File: config.mk
export PLATFORM = sky130hd
export DESIGN_NAME = beat_sniffer
export DESIGN_NICKNAME = d
export VERILOG_FILES = /design/src/rtl/sniff_pkg.sv /design/src/rtl/sniff_ctrl.sv /design/src/rtl/sniff_datapath.sv /design/src/rtl/beat_sniffer.sv
export SDC_FILE = /design/constraint.sdc
export NUM_CORES = 1
export LEC_CHECK = 0
export ABC_AREA = 1
export BUFFER_PORTS_ARGS = -buffer_cell sky130_fd_sc_hd__buf_2
export CORE_ASPECT_RATIO = 0.5
export CORE_MARGIN = 4
export CORE_UTILIZATION = 35
export CTS_CLUSTER_SIZE = 24
export DETAILED_ROUTE_END_ITERATION = 6
export GPL_ROUTABILITY_DRIVEN = 0
export GPL_TIMING_DRIVEN = 0
export PLACE_DENSITY = 0.6
export SLEW_MARGIN = 20
export SYNTH_ARGS = -nofsm -noshare
export SYNTH_HDL_FRONTEND = slang
export SYNTH_SLANG_ARGS = --single-unit
File: constraint.sdc
create_clock -name clk -period 6.6 [get_ports clk]
set_clock_uncertainty 0.05 [all_clocks]
set_input_delay 1.32 -clock clk [delete_from_list [all_inputs] [get_ports clk]]
set_output_delay 1.32 -clock clk [all_outputs]
set_load 0.1 [all_outputs]
File: src/rtl/sniff_pkg.sv
package sniff_pkg;
  localparam int ACC_W = 32;
  localparam int LANES = ACC_W / 8;
  localparam int MODE_LSB = 5;
  localparam int MODE_W = 4;
  localparam logic [31:0] CRC32_POLY = 32'hEDB88320;
  localparam logic [15:0] CRC16_POLY = 16'h1021;

  localparam logic [MODE_W-1:0] MODE_CRC32     = 4'd0;
  localparam logic [MODE_W-1:0] MODE_CRC32_REV = 4'd1;
  localparam logic [MODE_W-1:0] MODE_CRC16     = 4'd2;
  localparam logic [MODE_W-1:0] MODE_CRC16_REV = 4'd3;
  localparam logic [MODE_W-1:0] MODE_PARITY    = 4'd4;
  localparam logic [MODE_W-1:0] MODE_SUM       = 4'd5;

  typedef struct packed {
    logic              load;   // data register write
    logic              seed;   // control register write
    logic              fold;   // qualified beat
    logic [ACC_W-1:0]  value;  // value for load or seed
    logic [MODE_W-1:0] mode;
    logic [1:0]        size;
    logic [ACC_W-1:0]  beat;
  } sniff_op_t;

  function automatic logic [7:0] revByte(input logic [7:0] b);
    logic [7:0] r;
    for (int i = 0; i < 8; i++) r[i] = b[7-i];
    return r;
  endfunction

  function automatic logic [31:0] crc32Byte(input logic [31:0] c, input logic [7:0] b);
    logic [31:0] x;
    x = c ^ {24'h0, b};
    for (int i = 0; i < 8; i++) x = x[0] ? ((x >> 1) ^ CRC32_POLY) : (x >> 1);
    return x;
  endfunction

  function automatic logic [15:0] crc16Byte(input logic [15:0] c, input logic [7:0] b);
    logic [15:0] x;
    x = c ^ {b, 8'h00};
    for (int i = 0; i < 8; i++) x = x[15] ? ((x << 1) ^ CRC16_POLY) : (x << 1);
    return x;
  endfunction

  function automatic logic [31:0] seedFor(input logic [MODE_W-1:0] m);
    logic [31:0] s;
    case (m)
      MODE_CRC32, MODE_CRC32_REV: s = 32'hFFFF_FFFF;
      MODE_CRC16, MODE_CRC16_REV: s = 32'h0000_FFFF;
      default:                    s = 32'h0;
    endcase
    return s;
  endfunction
endpackage

File: src/rtl/sniff_ctrl.sv
module sniff_ctrl
  import sniff_pkg::*;
#(
  parameter int NUM_CH = 16,
  localparam int CH_W = (NUM_CH > 1) ? $clog2(NUM_CH) : 1
) (
  input  logic             clk,
  input  logic             rstN,
  input  logic             beatValid,
  input  logic [ACC_W-1:0] beatData,
  input  logic [1:0]       beatSize,
  input  logic [CH_W-1:0]  beatChan,
  input  logic             beatSniffEn,
  input  logic             regWrEn,
  input  logic             regAddr,
  input  logic [ACC_W-1:0] regWrData,
  output sniff_op_t        op
);
  // channel field occupies bits CH_W:1, which must stay below the mode field
  logic              enQ;
  logic [CH_W-1:0]   chanQ;
  logic [MODE_W-1:0] modeQ;
  logic              ctrlWr;
  logic              dataWr;
  logic [MODE_W-1:0] newMode;

  assign ctrlWr  = regWrEn && !regAddr;
  assign dataWr  = regWrEn && regAddr;
  assign newMode = regWrData[MODE_LSB +: MODE_W];

  always_ff @(posedge clk) begin
    if (!rstN) begin
      enQ   <= 1'b0;
      chanQ <= '0;
      modeQ <= '0;
    end else if (ctrlWr) begin
      enQ   <= regWrData[0];
      chanQ <= regWrData[CH_W:1];
      modeQ <= newMode;
    end
  end

  always_comb begin
    op.load  = dataWr;
    op.seed  = ctrlWr;
    op.value = dataWr ? regWrData : seedFor(newMode);
    op.fold  = beatValid && beatSniffEn && enQ && (beatChan == chanQ) && !regWrEn;
    op.mode  = modeQ;
    op.size  = beatSize;
    op.beat  = beatData;
  end

  a_r3_foreign_channel: assert property (@(posedge clk) disable iff (!rstN)
    (beatChan != chanQ) |-> !op.fold);
  a_r11_write_blocks_fold: assert property (@(posedge clk) disable iff (!rstN)
    regWrEn |-> !op.fold);
endmodule

File: src/rtl/sniff_datapath.sv
module sniff_datapath
  import sniff_pkg::*;
(
  input  logic             clk,
  input  logic             rstN,
  input  sniff_op_t        op,
  output logic [ACC_W-1:0] sniffData
);
  logic [ACC_W-1:0] accQ;
  logic [ACC_W-1:0] accNext;
  logic [ACC_W-1:0] byteMask;
  logic [ACC_W-1:0] covered;
  logic [2:0]       laneCnt;
  logic             revMode;
  logic             crc16Mode;
  logic [31:0]      c32 [LANES+1];
  logic [15:0]      c16 [LANES+1];

  assign revMode   = (op.mode == MODE_CRC32_REV) || (op.mode == MODE_CRC16_REV);
  assign crc16Mode = (op.mode == MODE_CRC16) || (op.mode == MODE_CRC16_REV);

  always_comb begin
    case (op.size)
      2'd0:    laneCnt = 3'd1;
      2'd1:    laneCnt = 3'd2;
      default: laneCnt = 3'(LANES);
    endcase
    for (int i = 0; i < LANES; i++)
      byteMask[8*i +: 8] = (3'(i) < laneCnt) ? 8'hFF : 8'h00;
  end

  assign covered = op.beat & byteMask;
  assign c32[0]  = accQ;
  assign c16[0]  = accQ[15:0];

  for (genvar g = 0; g < LANES; g++) begin : g_lane
    logic [7:0] laneByte;
    assign laneByte = revMode ? revByte(op.beat[8*g +: 8]) : op.beat[8*g +: 8];
    assign c32[g+1] = crc32Byte(c32[g], laneByte);
    assign c16[g+1] = crc16Byte(c16[g], laneByte);
  end

  always_comb begin
    case (op.mode)
      MODE_CRC32, MODE_CRC32_REV: accNext = c32[laneCnt];
      MODE_CRC16, MODE_CRC16_REV: accNext = {16'h0, c16[laneCnt]};
      MODE_PARITY:                accNext = {31'h0, accQ[0] ^ (^covered)};
      MODE_SUM:                   accNext = accQ + covered;
      default:                    accNext = accQ;
    endcase
  end

  always_ff @(posedge clk) begin
    if (!rstN)        accQ <= '0;
    else if (op.load) accQ <= op.value;
    else if (op.seed) accQ <= op.value;
    else if (op.fold) accQ <= accNext;
  end

  assign sniffData = crc16Mode ? {16'h0, accQ[15:0]} : accQ;

  a_r10_hold: assert property (@(posedge clk) disable iff (!rstN)
    (!op.load && !op.seed && !op.fold) |=> $stable(accQ));
  a_r11_write_wins: assert property (@(posedge clk) disable iff (!rstN)
    op.load |=> (accQ == $past(op.value)));
  a_r8_sum_word: assert property (@(posedge clk) disable iff (!rstN)
    (op.fold && op.mode == MODE_SUM && op.size == 2'd2) |=> (accQ == $past(accQ) + $past(op.beat)));
  a_r7_parity_width: assert property (@(posedge clk) disable iff (!rstN)
    (op.fold && op.mode == MODE_PARITY) |=> (accQ[31:1] == 31'h0));
  a_r6_crc16_upper: assert property (@(posedge clk) disable iff (!rstN)
    (op.fold && (op.mode == MODE_CRC16 || op.mode == MODE_CRC16_REV)) |=> (accQ[31:16] == 16'h0));
endmodule

File: src/rtl/beat_sniffer.sv
module beat_sniffer
  import sniff_pkg::*;
#(
  parameter int NUM_CH = 16,
  localparam int CH_W = (NUM_CH > 1) ? $clog2(NUM_CH) : 1
) (
  input  logic             clk,
  input  logic             rstN,
  input  logic             beatValid,
  input  logic [ACC_W-1:0] beatData,
  input  logic [1:0]       beatSize,
  input  logic [CH_W-1:0]  beatChan,
  input  logic             beatSniffEn,
  input  logic             regWrEn,
  input  logic             regAddr,
  input  logic [ACC_W-1:0] regWrData,
  output logic [ACC_W-1:0] sniffData
);
  sniff_op_t op;

  sniff_ctrl #(.NUM_CH(NUM_CH)) u_ctrl (
    .clk(clk), .rstN(rstN), .beatValid(beatValid), .beatData(beatData),
    .beatSize(beatSize), .beatChan(beatChan), .beatSniffEn(beatSniffEn),
    .regWrEn(regWrEn), .regAddr(regAddr), .regWrData(regWrData), .op(op)
  );

  sniff_datapath u_dp (
    .clk(clk), .rstN(rstN), .op(op), .sniffData(sniffData)
  );

  a_r3_gate_off: assert property (@(posedge clk) disable iff (!rstN)
    (!regWrEn && !beatSniffEn) |=> $stable(sniffData));
endmodule

Word-level counts from Yosys, hierarchy flattened
Index checks and enable logic that the tools add are counted.
W data, S select, Z words.
{"block": "classes", "add_sub_neg": 1, "n_lt_le_gt_ge": 5, "eq_ne": 10, "mux": 86, "n_bitwise": 75, "n_reduce_logical": 21}
{"cell": "$mux W32", "count": 39}
{"cell": "$not A13 Y14", "count": 32}
{"cell": "$mux W13", "count": 32}
{"cell": "$pmux W32 S4", "count": 1}
{"cell": "$xor A32 B8 Y32", "count": 4}
{"cell": "$bmux W32 S3", "count": 1}
{"cell": "$not A3 Y3", "count": 32}
{"cell": "$mux W8", "count": 8}
{"cell": "$pmux W32 S2", "count": 1}
{"cell": "$xor A16 B16 Y16", "count": 4}
{"cell": "$bmux W16 S3", "count": 1}
{"cell": "$add A32 B32 Y32", "count": 1}
{"cell": "$and A32 B32 Y32", "count": 1}
{"cell": "$mux W16", "count": 2}
{"cell": "$reduce_xor A32 Y1", "count": 1}
{"cell": "$eq A4 B2 Y1 const B", "count": 4}
{"cell": "$eq A4 B1 Y1 const B", "count": 2}
{"cell": "$eq A4 B3 Y1 const B", "count": 2}
{"cell": "$logic_not A4 Y1", "count": 2}
{"cell": "$reduce_or A2 Y1", "count": 4}
{"cell": "$logic_and A1 B1 Y1", "count": 6}
{"cell": "$lt A1 B3 Y1 const A", "count": 2}
{"cell": "$lt A2 B3 Y1 const A", "count": 2}
{"cell": "$pmux W3 S2", "count": 1}
{"cell": "11 further kinds", "count": 13}
{"block": "word_totals", "regBits": 41, "input_bits": 76, "elab_cells": 202}

Logic depth before layout (Yosys ltp)
Gate-level depths: netlist of run 1.
{"block": "depth", "depth_word": 78, "depth_mapped": 37}

By module
A second synthesis of run 1 with hierarchy kept.
{"block": "unflattened", "hier_cells": 2363, "area_unflattened_um2": 12798.5}
{"module": "sniff_datapath", "instances": 1, "cells_per_inst": 2199, "area_each_um2": 11808.8, "seq_area_each_um2": 640.6}
{"module": "sniff_ctrl", "instances": 1, "cells_per_inst": 164, "area_each_um2": 989.7, "seq_area_each_um2": 180.2}

Worst setup path before layout of run 1
No wires, ideal clock.
{"block": "synth_timing", "kind": "input port to flip-flop", "startpoint": "input port beatSize[0]", "endpoint": "register u_dp.accQ[28]", "setup_ps": 132, "t_arrival_ps": 4984, "slack_ps": 1434, "path_stages": 23, "path_buffers": 4, "path_cell_list": "nor2_1 clkbuf_1 inv_1 clkbuf_1 clkbuf_1 ha_1 clkbuf_1 nor2_1 ha_1 nand2_1 o21ai_0 o21bai_1 a21boi_0 o21ai_0 a21oi_1 o21ai_0 nand2_1 nand3_1 nand3_1 nand2_1 nand2_1 nand2_1 a21oi_1"}
{"block": "synth_between", "elab_chain_len": 10}
{"element": "start, declared", "line": "beat_sniffer.sv:11", "source": "input logic [1:0] beatSize,"}
{"element": "$eq A2 B1 Y1 / $logic_not A2 Y1 (equally long branches)", "line": "sniff_datapath.sv:23", "source": "case (op.size)"}
{"element": "$pmux W3 S2 (*)", "line": "sniff_datapath.sv:23"}
{"element": "$lt A1 B3 Y1 (tied with other cells)", "line": "sniff_datapath.sv:29", "source": "byteMask[8*i +: 8] = (3'(i) < laneCnt) ? 8'hFF : 8'h00;"}
{"element": "$mux W8 / $bmux W32 S3 (equally long branches)", "line": "sniff_datapath.sv:29, sniff_datapath.sv:45"}
{"element": "$and A32 B32 Y32 / $mux W32 (equally long branches)", "line": "sniff_datapath.sv:32, sniff_datapath.sv:45"}
{"element": "$add A32 B32 Y32 / $mux W32 (equally long branches)", "line": "sniff_datapath.sv:48, sniff_datapath.sv:45"}
{"element": "$pmux W32 S4 (*)", "line": "sniff_datapath.sv:44", "source": "case (op.mode)"}
{"element": "$mux W32 (*)", "line": "sniff_datapath.sv:57", "source": "else if (op.fold) accQ <= accNext;"}
{"element": "$mux W32 (*)", "line": "sniff_datapath.sv:56", "source": "else if (op.seed) accQ <= op.value;"}
{"element": "$mux W32 (*)", "line": "sniff_datapath.sv:55", "source": "else if (op.load) accQ <= op.value;"}
{"element": "end signal, assigned", "line": "sniff_datapath.sv:55"}
{"element": "end signal, assigned", "line": "sniff_datapath.sv:56"}
{"element": "end signal, assigned", "line": "sniff_datapath.sv:57"}
{"element": "end, declared", "line": "sniff_datapath.sv:9", "source": "logic [ACC_W-1:0] accQ;"}
Every way passes the cells marked *; elsewhere a longest branch is shown, timed or not. The select of a mux whose other input is x is not followed.
A chain may end at the register's enable or synchronous reset.

Worst setup path in the final report of run 1
{"block": "layout_timing", "startpoint": "input port beatSize[0]", "endpoint": "register u_dp.accQ[26]"}
The elaborated chain is that of the path after synthesis.

==> results of run 1 <==
==> layout by cell type, fill, tap and decap left out, drive strengths merged, types with 5 or more instances in the layout <==
cell type,Yosys,layout
nand2,889,889
o21ai,143,143
xor2,150,150
nand3,322,322
inv,235,235
nor2,139,139
or2,5,5
a31oi,5,5
a21boi,7,7
o211ai,5,5
xnor2,36,36
a21oi,139,139
clkbuf,33,39
dfxtp,41,41
o22ai,19,19
ha,33,33
buf,33,139
==> through the flow <==
stage / setup TNS, ns / hold WS, ns / worst slack, ns / area (um2) / util, %
floorplan: 0 / 0.394 / 1.43 / 12400 / -
global placement: -0.131 / 0.423 / -0.107 / 13500 / 38.9
detailed placement: -0.115 / 0.427 / -0.0825 / 13500 / 38.9
CTS: 0 / 0.437 / 0.203 / 13600 / 39.4
global route: 0 / 0.457 / 0.00795 / 13600 / 39.4
finish: 0 / 0.440 / 0.232 / 13600 / 39.4
==> registers in the layout, summed over array words and instances, names as in the netlist <==
register / flops
u_dp.accQ: 32
u_ctrl.chanQ: 4
u_ctrl.modeQ: 4
u_ctrl.enQ: 1
==> critical path, cell delays in order <==
cell                       delay (ns)
sky130_fd_sc_hd__buf_2           0.11
sky130_fd_sc_hd__nor2_2          0.35
sky130_fd_sc_hd__clkbuf_2        0.35
sky130_fd_sc_hd__inv_1           0.13
sky130_fd_sc_hd__clkbuf_1        0.29
sky130_fd_sc_hd__clkbuf_1        0.31
sky130_fd_sc_hd__ha_1            0.35
sky130_fd_sc_hd__clkbuf_1        0.19
sky130_fd_sc_hd__nor2_1          0.38
sky130_fd_sc_hd__ha_1            0.36
sky130_fd_sc_hd__a21oi_1         0.14
sky130_fd_sc_hd__o21ai_0         0.13
sky130_fd_sc_hd__o21bai_1        0.21
sky130_fd_sc_hd__a21boi_0        0.33
sky130_fd_sc_hd__o21ai_0         0.27
sky130_fd_sc_hd__a21oi_1         0.31
sky130_fd_sc_hd__xor2_1          0.20
sky130_fd_sc_hd__nor2_1          0.07
sky130_fd_sc_hd__a21oi_1         0.23
sky130_fd_sc_hd__o21ai_1         0.25
sky130_fd_sc_hd__nand2_1         0.13
sky130_fd_sc_hd__a21oi_1         0.07
==> area by class of cell <==
cell class                      count  area (um2)  area share [%]
Multi-Input combinational cell   1939       10300            75.4
Inverter                          238         898            6.58
Sequential cell                    41         821            6.01
Tap cell                          475         594            4.36
Timing Repair Buffer              106         531            3.89
Buffer                             66         373            2.73
Clock buffer                        6         139            1.02
Clock inverter                      1        7.51          0.0550
==> worst paths after layout <==
kind	depth (start not counted)	from	to	slack, ns
worst max register to register	30	u_ctrl.modeQ[2]	u_dp.accQ[7]	1.04
worst min register to register	2	u_ctrl.modeQ[1]	u_ctrl.modeQ[1]	0.44
worst max-delay path	22	beatSize[0]	u_dp.accQ[26]	0.23
worst min-delay path	2	u_ctrl.modeQ[1]	u_ctrl.modeQ[1]	0.44
==> per-layer routing <==
layer / track usage, % / wire [um] / vias to the layer above
li1: - / - / 7630
met1: 40.8 / 25400 / 7193
met2: 40.9 / 22800 / 959
met3: 14.8 / 9910 / 133
met4: 9.30 / 2250 / 10
met5: 0 / 55 / -
==> cell families (layout without fill, tap and decap cells) <==
group | count (synthesis) | count (layout)
simple gates | 1368 | 1368
compound gates | 350 | 350
buf+inv | 304 | 417
xor+xnor | 187 | 187
flops | 41 | 41
fa+ha+maj | 34 | 34
==> repair_timing <==
action,CTS,global route
gates resized for setup,0,3
setup endpoints to repair,0,5
buffers inserted,0,0
==> impl_metrics.prom, run 1 <==
# TYPE chip_impl_metric gauge
chip_impl_info{name="run_status",value="finished, violations left"} 1
chip_impl_info{name="failed_checks",value="design-rule violations"} 1
chip_impl_metric{name="port-buffer-count",unit=""} 106
chip_impl_metric{name="number_of_global_route_vias_before_repair",unit=""} 13700
chip_impl_info{name="ys_top_cells_by_count",value="sky130_fd_sc_hd__nand2_1, sky130_fd_sc_hd__nand3_1, sky130_fd_sc_hd__inv_1"} 1
chip_impl_metric{name="xor_and_xnor_area_share_after_synthesis",unit="%"} 14.3
chip_impl_metric{name="cts.hold.buffers_added",unit=""} 0
chip_impl_metric{name="syn_area",unit="mm2"} 0.0124
chip_impl_metric{name="clock_tree.buffer_depth",unit=""} 2
chip_impl_metric{name="num_vias",unit=""} 15900
chip_impl_metric{name="max-slew-margin-rel",unit="%"} 27.5
chip_impl_metric{name="synth.mux.area_fraction",unit="%"} 0
chip_impl_metric{name="synthDominantCellAreaShare",unit="%"} 23.3
chip_impl_metric{name="antennaDiodeCount",unit=""} 0
chip_impl_metric{name="clk_latency",unit="ns"} 0.28
chip_impl_metric{name="ys_seq_elements",unit=""} 41
chip_impl_metric{name="postSynthCellCount",unit=""} 2284
chip_impl_metric{name="synth-simple-area-share",unit="%"} 49.5
chip_impl_metric{name="drive_above_1_share",unit="%"} 14.1
chip_impl_metric{name="floorplan.core_area",unit="mm2"} 0.0347
chip_impl_info{name="setup.worst_path.start_class",value="primary input"} 1
chip_impl_metric{name="synthesized_area_fraction_occupied_by_adder_cells",unit="%"} 3.50
chip_impl_metric{name="clock.fmax",unit="MHz"} 157
chip_impl_metric{name="grt_usage",unit="%"} 29.9
chip_impl_metric{name="count_of_warnings_emitted_by_yosys",unit=""} 0
chip_impl_info{name="hp-class",value="reg -> reg"} 1
chip_impl_metric{name="floorplan.rows",unit=""} 48
chip_impl_metric{name="worst-endpoint-required",unit="ns"} 6.72
chip_impl_info{name="synth-main-ff-cell",value="sky130_fd_sc_hd__dfxtp_1"} 1
chip_impl_metric{name="synth_edf_count",unit=""} 0
chip_impl_metric{name="die_y",unit="um"} 141
chip_impl_info{name="synth.most_common_cell",value="sky130_fd_sc_hd__nand2_1"} 1
chip_impl_metric{name="report.final.setup_viol",unit=""} 0
chip_impl_metric{name="worst_setup_hold_path_clk_slew",unit="ns"} 0.06
chip_impl_info{name="end_kind",value="register"} 1
chip_impl_metric{name="worst-endpoint-arrival",unit="ns"} 6.49
chip_impl_info{name="tritoncts_clock_tree",value="done"} 1
chip_impl_metric{name="die_area",unit="mm2"} 0.0386
chip_impl_metric{name="final_hpwl_dp",unit="um"} 50900
chip_impl_metric{name="globalRoute.totalOverflow",unit=""} 0
chip_impl_metric{name="drt_wl_total",unit="um"} 60400
chip_impl_metric{name="cts_max_level",unit=""} 2
chip_impl_metric{name="final.min_clock_period",unit="ns"} 6.37
chip_impl_metric{name="tritoncts.num_buffers",unit=""} 5
chip_impl_info{name="synth_area_leaders",value="sky130_fd_sc_hd__nand2_1, sky130_fd_sc_hd__nand3_1, sky130_fd_sc_hd__xor2_1, sky130_fd_sc_hd__dfxtp_1, sky130_fd_sc_hd__inv_1"} 1
chip_impl_metric{name="cts.sinks",unit=""} 41
chip_impl_info{name="cts_root_buffer",value="sky130_fd_sc_hd__clkbuf_16"} 1
chip_impl_metric{name="seq_area_frac_synth",unit="%"} 6.63
chip_impl_metric{name="synthDistinctLibCells",unit=""} 59
chip_impl_metric{name="detailedRoute.firstPassIterationCount",unit=""} 7
chip_impl_metric{name="post-place-cells",unit=""} 2865
chip_impl_metric{name="timing.max_cap.violations",unit=""} 0
chip_impl_info{name="rsz_0062_raised_after_global_routing",value="false"} 1
chip_impl_metric{name="finalHoldViolations",unit=""} 0
chip_impl_metric{name="starting_drc_count_in_detailed_routing",unit=""} 2261
chip_impl_metric{name="layout-area-overhead-vs-synth",unit="%"} 10.3
chip_impl_info{name="start_to_end_type_of_the_worst_setup_path",value="in -> reg"} 1
chip_impl_info{name="largest_family_of_logic_cells_by_synthesized_area",value="simple AND/OR/NAND/NOR gates"} 1
chip_impl_metric{name="wl_per_cell",unit="um"} 21.0
chip_impl_metric{name="i_o_pin_cnt",unit=""} 108
chip_impl_metric{name="synth-async-reset-ratio",unit="%"} 0
chip_impl_metric{name="die_width",unit="um"} 274
chip_impl_metric{name="final.period_utilization",unit="%"} 96.5
chip_impl_metric{name="effective_utilization_at_floorplan",unit="%"} 35.7
chip_impl_metric{name="layoutNonFillerInstCount",unit=""} 2872
chip_impl_metric{name="n_fill_cell",unit=""} 3955
chip_impl_metric{name="critical_path_peak_fanout",unit=""} 11
chip_impl_metric{name="antenna_violating_nets_post_route",unit=""} 0
chip_impl_metric{name="initial_antenna_violation_count",unit=""} 5
chip_impl_metric{name="via_density_per_instance",unit=""} 5.54
chip_impl_metric{name="maximum_number_of_pins_on_one_net_before_global_route_repair",unit=""} 13
chip_impl_info{name="netlist.top_cell.by_area",value="sky130_fd_sc_hd__nand2_1"} 1
chip_impl_metric{name="design.final.nets",unit=""} 2507
chip_impl_metric{name="post_synth_net_total",unit=""} 2394
chip_impl_metric{name="avgSynthCellArea",unit="um2"} 5.42
chip_impl_metric{name="global_route_wire_length_before_repair",unit="um"} 86800
chip_impl_metric{name="timing.final.max_slew_violations",unit=""} 0
chip_impl_metric{name="drc_errors",unit=""} 8
chip_impl_metric{name="worst-slew-pin-transition",unit="ns"} 1.08
chip_impl_metric{name="synth_compound_area_share",unit="%"} 15.7
Power of run 1 is left out: the tool's default activity adds up to more than one toggle a clock period on the data nets, which glitch-free logic cannot reach.
==> run 2: changes to the inputs <==
--- a/config.mk
+++ b/config.mk
@@ -14,7 +14,7 @@
 export DETAILED_ROUTE_END_ITERATION = 6
 export GPL_ROUTABILITY_DRIVEN = 0
 export GPL_TIMING_DRIVEN = 0
-export PLACE_DENSITY = 0.6
+export PLACE_DENSITY = 0.61
 export SLEW_MARGIN = 20
 export SYNTH_ARGS = -nofsm -noshare
 export SYNTH_HDL_FRONTEND = slang
==> constraint.sdc (replaced) <==
create_clock -name clk -period 5.64 [get_ports clk]
set_clock_uncertainty 0.05 [all_clocks]
set_input_delay 1.128 -clock clk [delete_from_list [all_inputs] [get_ports clk]]
set_output_delay 1.128 -clock clk [all_outputs]
set_load 0.1 [all_outputs]
==> impl_metrics.prom, run 2 (synthesized netlist as in run 1, its figures left out) <==
# TYPE chip_impl_metric gauge
chip_impl_metric{name="final_hpwl_dp",unit="um"} 50500
chip_impl_metric{name="max-slew-margin-rel",unit="%"} 25.7
chip_impl_metric{name="n_fill_cell",unit=""} 3935
chip_impl_info{name="endpoint",value="u_dp.accQ[4]"} 1
chip_impl_metric{name="die_width",unit="um"} 274
chip_impl_metric{name="tritoncts.num_buffers",unit=""} 5
chip_impl_info{name="most_common_cell_after_layout_fill_and_taps_aside",value="sky130_fd_sc_hd__nand2_1"} 1
chip_impl_metric{name="wl_per_cell",unit="um"} 20.8
chip_impl_metric{name="critical_path_peak_fanout",unit=""} 8
chip_impl_metric{name="drt_wl_total",unit="um"} 59800
chip_impl_metric{name="clock_tree.buffer_depth",unit=""} 2
chip_impl_metric{name="via_density_per_instance",unit=""} 5.62
chip_impl_metric{name="finalHoldViolations",unit=""} 0
chip_impl_metric{name="design.final.nets",unit=""} 2506
chip_impl_metric{name="cts.sinks",unit=""} 41
chip_impl_info{name="cts_root_buffer",value="sky130_fd_sc_hd__clkbuf_16"} 1
chip_impl_metric{name="i_o_pin_cnt",unit=""} 108
chip_impl_info{name="tritoncts_clock_tree",value="done"} 1
chip_impl_metric{name="timing.max_cap.violations",unit=""} 0
chip_impl_metric{name="num_vias",unit=""} 16100
chip_impl_metric{name="globalRoute.totalOverflow",unit=""} 0
chip_impl_metric{name="global_route_wire_length_before_repair",unit="um"} 86700
chip_impl_metric{name="floorplan.core_area",unit="mm2"} 0.0347
chip_impl_metric{name="report.final.setup_viol",unit=""} 0
chip_impl_metric{name="die_y",unit="um"} 141
chip_impl_metric{name="detailedRoute.firstPassIterationCount",unit=""} 7
chip_impl_metric{name="worst-r2r-setup-slack",unit="ns"} 0.48
chip_impl_metric{name="clk_latency",unit="ns"} 0.29
chip_impl_metric{name="port-buffer-count",unit=""} 106
chip_impl_metric{name="starting_drc_count_in_detailed_routing",unit=""} 2475
chip_impl_metric{name="drc_errors",unit=""} 9
chip_impl_metric{name="largest_reg_flops",unit=""} 32
chip_impl_metric{name="worst_setup_hold_path_clk_slew",unit="ns"} 0.06
chip_impl_info{name="reg.largest.list",value="u_dp.accQ x32, u_ctrl.chanQ x4, u_ctrl.modeQ x4"} 1
chip_impl_metric{name="antenna_violating_nets_post_route",unit=""} 0
chip_impl_metric{name="worst-slew-pin-transition",unit="ns"} 1.10
chip_impl_metric{name="grt_usage",unit="%"} 29.6
chip_impl_metric{name="effective_utilization_at_floorplan",unit="%"} 35.7
chip_impl_info{name="failed_checks",value="design-rule violations"} 1
chip_impl_info{name="most_frequent_cells_in_the_layout",value="sky130_fd_sc_hd__nand2_1, sky130_fd_sc_hd__nand3_1, sky130_fd_sc_hd__inv_1"} 1
chip_impl_metric{name="number_of_global_route_vias_before_repair",unit=""} 13800
chip_impl_metric{name="floorplan.rows",unit=""} 48
chip_impl_metric{name="final.min_clock_period",unit="ns"} 5.40
chip_impl_metric{name="cts_max_level",unit=""} 2
chip_impl_metric{name="layoutNonFillerInstCount",unit=""} 2871
chip_impl_metric{name="die_area",unit="mm2"} 0.0386
chip_impl_metric{name="worstRegToRegCells",unit=""} 24
chip_impl_info{name="setup.worst_path.start_class",value="primary input"} 1
chip_impl_info{name="run_status",value="finished, violations left"} 1
chip_impl_info{name="hp-class",value="reg -> reg"} 1
chip_impl_info{name="critical_path.reg2reg.startpoint",value="u_ctrl.modeQ[2]"} 1
chip_impl_metric{name="final.period_utilization",unit="%"} 95.7
chip_impl_metric{name="initial_antenna_violation_count",unit=""} 3
chip_impl_metric{name="worst-endpoint-required",unit="ns"} 5.81
chip_impl_info{name="biggest_register",value="u_dp.accQ"} 1
chip_impl_metric{name="layout-area-overhead-vs-synth",unit="%"} 10.5
chip_impl_info{name="r2r_end",value="u_dp.accQ[5]"} 1
chip_impl_info{name="end_kind",value="register"} 1
chip_impl_metric{name="antennaDiodeCount",unit=""} 0
chip_impl_metric{name="clock.fmax",unit="MHz"} 185
chip_impl_metric{name="worst-endpoint-arrival",unit="ns"} 5.57
chip_impl_metric{name="timing.final.max_slew_violations",unit=""} 0
chip_impl_metric{name="maximum_number_of_pins_on_one_net_before_global_route_repair",unit=""} 13
chip_impl_metric{name="drive_above_1_share",unit="%"} 14.4
chip_impl_info{name="critical_path.startpoint",value="beatData[3]"} 1
chip_impl_info{name="start_to_end_type_of_the_worst_setup_path",value="in -> reg"} 1
chip_impl_metric{name="cts_setup_buffers",unit=""} 0
chip_impl_metric{name="post-place-cells",unit=""} 2865
chip_impl_info{name="rsz_0062_raised_after_global_routing",value="false"} 1
-- run 2: cell count changes in the layout (fill, tap and decap cells not counted), sizes merged --
cell / change
clkbuf: -1
-- run 2: routing by layer --
metal  vias to the layer above  track usage (%)  routed length, um
met1                      7223             42.3              25000
met2                      1134             41.5              22800
met3                       141             10.5               9920
met4                         6             8.57               2090
li1                       7619                -                  -
met5                         -                0                 36
-- run 2: critical path, cell delays in order --
cell and delay (ns):
sky130_fd_sc_hd__buf_2 0.17, sky130_fd_sc_hd__inv_1 0.08, sky130_fd_sc_hd__nand3_1 0.13, sky130_fd_sc_hd__nand3_1 0.14
sky130_fd_sc_hd__nand2_2 0.19, sky130_fd_sc_hd__nand2_1 0.08, sky130_fd_sc_hd__nand2_1 0.21, sky130_fd_sc_hd__nand2_2 0.11
sky130_fd_sc_hd__nand2_1 0.19, sky130_fd_sc_hd__nand2_1 0.09, sky130_fd_sc_hd__nand2_2 0.16, sky130_fd_sc_hd__nand2_1 0.09
sky130_fd_sc_hd__nand2_2 0.17, sky130_fd_sc_hd__nand3_2 0.14, sky130_fd_sc_hd__nand2_2 0.11, sky130_fd_sc_hd__nand2_1 0.05
sky130_fd_sc_hd__nand2_1 0.22, sky130_fd_sc_hd__nand2_1 0.14, sky130_fd_sc_hd__nand2_2 0.17, sky130_fd_sc_hd__inv_1 0.06
sky130_fd_sc_hd__nand3_1 0.08, sky130_fd_sc_hd__nand2_2 0.16, sky130_fd_sc_hd__xor2_1 0.28, sky130_fd_sc_hd__nor2_1 0.06
sky130_fd_sc_hd__o21ai_0 0.87, sky130_fd_sc_hd__nand2_1 0.11, sky130_fd_sc_hd__a21oi_1 0.15
-- run 2: final cells by class --
class / instances / area (um2) / share of cell area (%)
multi-input cells: 1939 / 10300 / 75.4
clock inverters: 1 / 7.51 / 0.0549
repair buffers: 106 / 531 / 3.88
clock buffers: 6 / 139 / 1.02
plain buffers: 65 / 374 / 2.74
flip-flops and latches: 41 / 821 / 6.00
inverters: 238 / 898 / 6.57
well taps: 475 / 594 / 4.35
-- run 2: worst min-delay path by stage --
stage          slack [ns]  cells past startpoint       startpoint               to
2_1_floorplan        0.39                      2  u_ctrl.modeQ[1]  u_ctrl.modeQ[1]
3_3_place_gp         0.42                      2  u_ctrl.modeQ[1]  u_ctrl.modeQ[1]
3_5_place_dp         0.43                      2  u_ctrl.modeQ[1]  u_ctrl.modeQ[1]
4_1_cts              0.44                      2  u_ctrl.modeQ[1]  u_ctrl.modeQ[1]
5_1_grt              0.47                      2  u_ctrl.modeQ[1]  u_ctrl.modeQ[1]
6_report             0.44                      2  u_ctrl.modeQ[1]  u_ctrl.modeQ[1]
-- run 2: through the flow --
stage          instance area, um2  worst slack (ns)  setup TNS [ns]  hold WS (ns)  utilization [%]
6_report                    13700             0.241               0         0.444             39.5
5_1_grt                     13700            0.0400               0         0.466             39.5
4_1_cts                     13700            0.0692               0         0.441             39.4
3_5_place_dp                13500            -0.876           -6.67         0.432             38.9
3_3_place_gp                13500            -0.870           -6.68         0.421             38.9
2_1_floorplan               12400             0.666               0         0.394                -
-- run 2: timing repair --
item,in CTS,in global routing
pin swaps,0,0
hold buffers,0,0
setup endpoints to repair,10,12
gates resized for setup,6,15
Power of run 2 is left out for the same reason.
==> run 3: changes to the inputs <==
--- a/config.mk
+++ b/config.mk
@@ -14,7 +14,7 @@
 export DETAILED_ROUTE_END_ITERATION = 6
 export GPL_ROUTABILITY_DRIVEN = 0
 export GPL_TIMING_DRIVEN = 0
-export PLACE_DENSITY = 0.61
+export PLACE_DENSITY_LB_ADDON = 0.2
 export SLEW_MARGIN = 20
 export SYNTH_ARGS = -nofsm -noshare
 export SYNTH_HDL_FRONTEND = slang
==> impl_metrics.prom, run 3 (synthesized netlist as in run 1, its figures left out) <==
# TYPE chip_impl_metric gauge
chip_impl_info{name="run_status",value="finished, final reports clean"} 1
chip_impl_metric{name="drt_wl_total",unit="um"} 61100
chip_impl_info{name="tritoncts_clock_tree",value="done"} 1
chip_impl_info{name="hp-class",value="reg -> reg"} 1
chip_impl_metric{name="floorplan.core_area",unit="mm2"} 0.0347
chip_impl_info{name="reg.largest.list",value="u_dp.accQ x32, u_ctrl.chanQ x4, u_ctrl.modeQ x4"} 1
chip_impl_metric{name="worst-r2r-setup-slack",unit="ns"} 0.47
chip_impl_metric{name="report.final.setup_viol",unit=""} 0
chip_impl_metric{name="final_hpwl_dp",unit="um"} 52200
chip_impl_metric{name="num_vias",unit=""} 15900
chip_impl_info{name="critical_path.reg2reg.startpoint",value="u_ctrl.modeQ[2]"} 1
chip_impl_metric{name="worst-endpoint-required",unit="ns"} 5.76
chip_impl_metric{name="i_o_pin_cnt",unit=""} 108
chip_impl_info{name="most_frequent_cells_in_the_layout",value="sky130_fd_sc_hd__nand2_1, sky130_fd_sc_hd__nand3_1, sky130_fd_sc_hd__inv_1"} 1
chip_impl_metric{name="n_fill_cell",unit=""} 3917
chip_impl_metric{name="number_of_global_route_vias_before_repair",unit=""} 13800
chip_impl_info{name="maxUsedRoutingLayer",value="met5"} 1
chip_impl_metric{name="final.setup.tns",unit="ns"} 0
chip_impl_info{name="endpoint",value="u_dp.accQ[21]"} 1
chip_impl_metric{name="wl_met1",unit="um"} 26200
chip_impl_metric{name="cts_max_level",unit=""} 2
chip_impl_info{name="cts_root_buffer",value="sky130_fd_sc_hd__clkbuf_16"} 1
chip_impl_metric{name="port-buffer-count",unit=""} 106
chip_impl_metric{name="via_density_per_instance",unit=""} 5.53
chip_impl_metric{name="antenna_violating_nets_post_route",unit=""} 0
chip_impl_metric{name="starting_drc_count_in_detailed_routing",unit=""} 2342
chip_impl_metric{name="critical_path_peak_fanout",unit=""} 11
chip_impl_metric{name="design.final.nets",unit=""} 2505
chip_impl_metric{name="floorplan.rows",unit=""} 48
chip_impl_metric{name="final.period_utilization",unit="%"} 97.9
chip_impl_metric{name="largest_reg_flops",unit=""} 32
chip_impl_metric{name="worst_setup_hold_path_clk_slew",unit="ns"} 0.06
chip_impl_metric{name="max-slew-margin-rel",unit="%"} 31.5
chip_impl_info{name="critical_path.startpoint",value="beatSize[0]"} 1
chip_impl_metric{name="effective_utilization_at_floorplan",unit="%"} 35.7
chip_impl_metric{name="final.min_clock_period",unit="ns"} 5.52
chip_impl_metric{name="clock.fmax",unit="MHz"} 181
chip_impl_metric{name="layout-area-overhead-vs-synth",unit="%"} 10.6
chip_impl_info{name="end_kind",value="register"} 1
chip_impl_metric{name="timing.final.max_slew_violations",unit=""} 0
chip_impl_metric{name="die_width",unit="um"} 274
chip_impl_metric{name="drive_above_1_share",unit="%"} 14.5
chip_impl_metric{name="worst-slew-pin-transition",unit="ns"} 1.02
chip_impl_metric{name="multiInputGateArea",unit="mm2"} 0.0103
chip_impl_metric{name="maximum_number_of_pins_on_one_net_before_global_route_repair",unit=""} 13
chip_impl_metric{name="clk_latency",unit="ns"} 0.29
chip_impl_metric{name="cts.sinks",unit=""} 41
chip_impl_metric{name="route.met3.wl",unit="um"} 10300
chip_impl_metric{name="timing.max_cap.violations",unit=""} 0
chip_impl_metric{name="global_route_wire_length_before_repair",unit="um"} 88800
chip_impl_metric{name="detailedRoute.firstPassIterationCount",unit=""} 7
chip_impl_metric{name="worstRegToRegCells",unit=""} 22
chip_impl_metric{name="tritoncts.num_buffers",unit=""} 5
chip_impl_metric{name="register_area",unit="um2"} 821
chip_impl_metric{name="die_area",unit="mm2"} 0.0386
chip_impl_metric{name="die_y",unit="um"} 141
chip_impl_metric{name="worst-endpoint-arrival",unit="ns"} 5.64
chip_impl_info{name="r2r_end",value="u_dp.accQ[5]"} 1
chip_impl_metric{name="globalRoute.totalOverflow",unit=""} 0
chip_impl_info{name="start_to_end_type_of_the_worst_setup_path",value="in -> reg"} 1
chip_impl_info{name="rsz_0062_raised_after_global_routing",value="false"} 1
chip_impl_metric{name="drc_errors",unit=""} 0
chip_impl_metric{name="met2_wirelength",unit="um"} 22800
chip_impl_metric{name="grt_usage",unit="%"} 30.6
chip_impl_info{name="most_common_cell_after_layout_fill_and_taps_aside",value="sky130_fd_sc_hd__nand2_1"} 1
chip_impl_metric{name="initial_antenna_violation_count",unit=""} 3
chip_impl_info{name="setup.worst_path.start_class",value="primary input"} 1
chip_impl_info{name="biggest_register",value="u_dp.accQ"} 1
chip_impl_metric{name="wl_per_cell",unit="um"} 21.3
chip_impl_metric{name="cts.hold.buffers_added",unit=""} 0
chip_impl_metric{name="finalHoldViolations",unit=""} 0
chip_impl_metric{name="clock_tree.buffer_depth",unit=""} 2
==> run 3: what timing repair did <==
item                       in CTS  in global routing
buffers inserted                0                  0
setup endpoints to repair      11                 10
pin swaps                       0                  0
resized for setup               7                 12
hold endpoints to repair        0                  0
==> run 3: critical path, cell delays in order <==
cell and delay (ns):
sky130_fd_sc_hd__buf_2 0.12, sky130_fd_sc_hd__nor2_4 0.22, sky130_fd_sc_hd__buf_2 0.30, sky130_fd_sc_hd__inv_1 0.12
sky130_fd_sc_hd__clkbuf_2 0.25, sky130_fd_sc_hd__clkbuf_1 0.29, sky130_fd_sc_hd__ha_2 0.41, sky130_fd_sc_hd__nor2_2 0.31
sky130_fd_sc_hd__ha_1 0.36, sky130_fd_sc_hd__a21oi_1 0.18, sky130_fd_sc_hd__o21ai_0 0.18, sky130_fd_sc_hd__a21boi_0 0.48
sky130_fd_sc_hd__o21ai_1 0.22, sky130_fd_sc_hd__o21ai_0 0.19, sky130_fd_sc_hd__a21oi_1 0.09, sky130_fd_sc_hd__a21oi_1 0.28
sky130_fd_sc_hd__o21ai_1 0.32, sky130_fd_sc_hd__nand2_1 0.13, sky130_fd_sc_hd__a21oi_1 0.06
==> run 3: cell type report <==
type / instances / area share, %
Timing Repair Buffer: 106 / 3.88
Inverter: 238 / 6.57
Antenna cell: 1 / 0.0183
Sequential cell: 41 / 6.00
Clock buffer: 6 / 1.02
Buffer: 64 / 2.68
Multi-Input combinational cell: 1939 / 75.4
Tap cell: 475 / 4.34
Clock inverter: 1 / 0.0549
==> run 3: through the flow <==
step	instance area, um2	hold WS (ns)	util (%)	cells	worst slack [ns]
finish	13700	0.440	39.5	2871	0.119
global route	13700	0.479	39.5	2870	0.0162
CTS	13700	0.438	39.4	2871	0.0798
detailed placement	13500	0.428	38.9	2865	-0.955
global placement	13500	0.418	38.9	2865	-0.990
floorplan	12400	0.394	-	2284	0.666
==> run 3: routing by layer <==
metal / up-vias / GRT usage, %
li1: 7603 / -
met1: 7175 / 44.2
met2: 971 / 41.5
met3: 112 / 12.9
met4: 6 / 7.25
met5: - / 0
==> run 3: how the worst min path moves through the flow <==
stage                         start               to  slack (ns)  cells after the start
detailed placement  u_ctrl.modeQ[1]  u_ctrl.modeQ[1]        0.43                      2
floorplan           u_ctrl.modeQ[1]  u_ctrl.modeQ[1]        0.39                      2
CTS                 u_ctrl.modeQ[1]  u_ctrl.modeQ[1]        0.44                      2
finish              u_ctrl.modeQ[1]  u_ctrl.modeQ[1]        0.44                      2
global placement    u_ctrl.modeQ[1]  u_ctrl.modeQ[1]        0.42                      2
global route        u_ctrl.modeQ[1]  u_ctrl.modeQ[1]        0.48                      2
Power of run 3 is left out for the same reason.
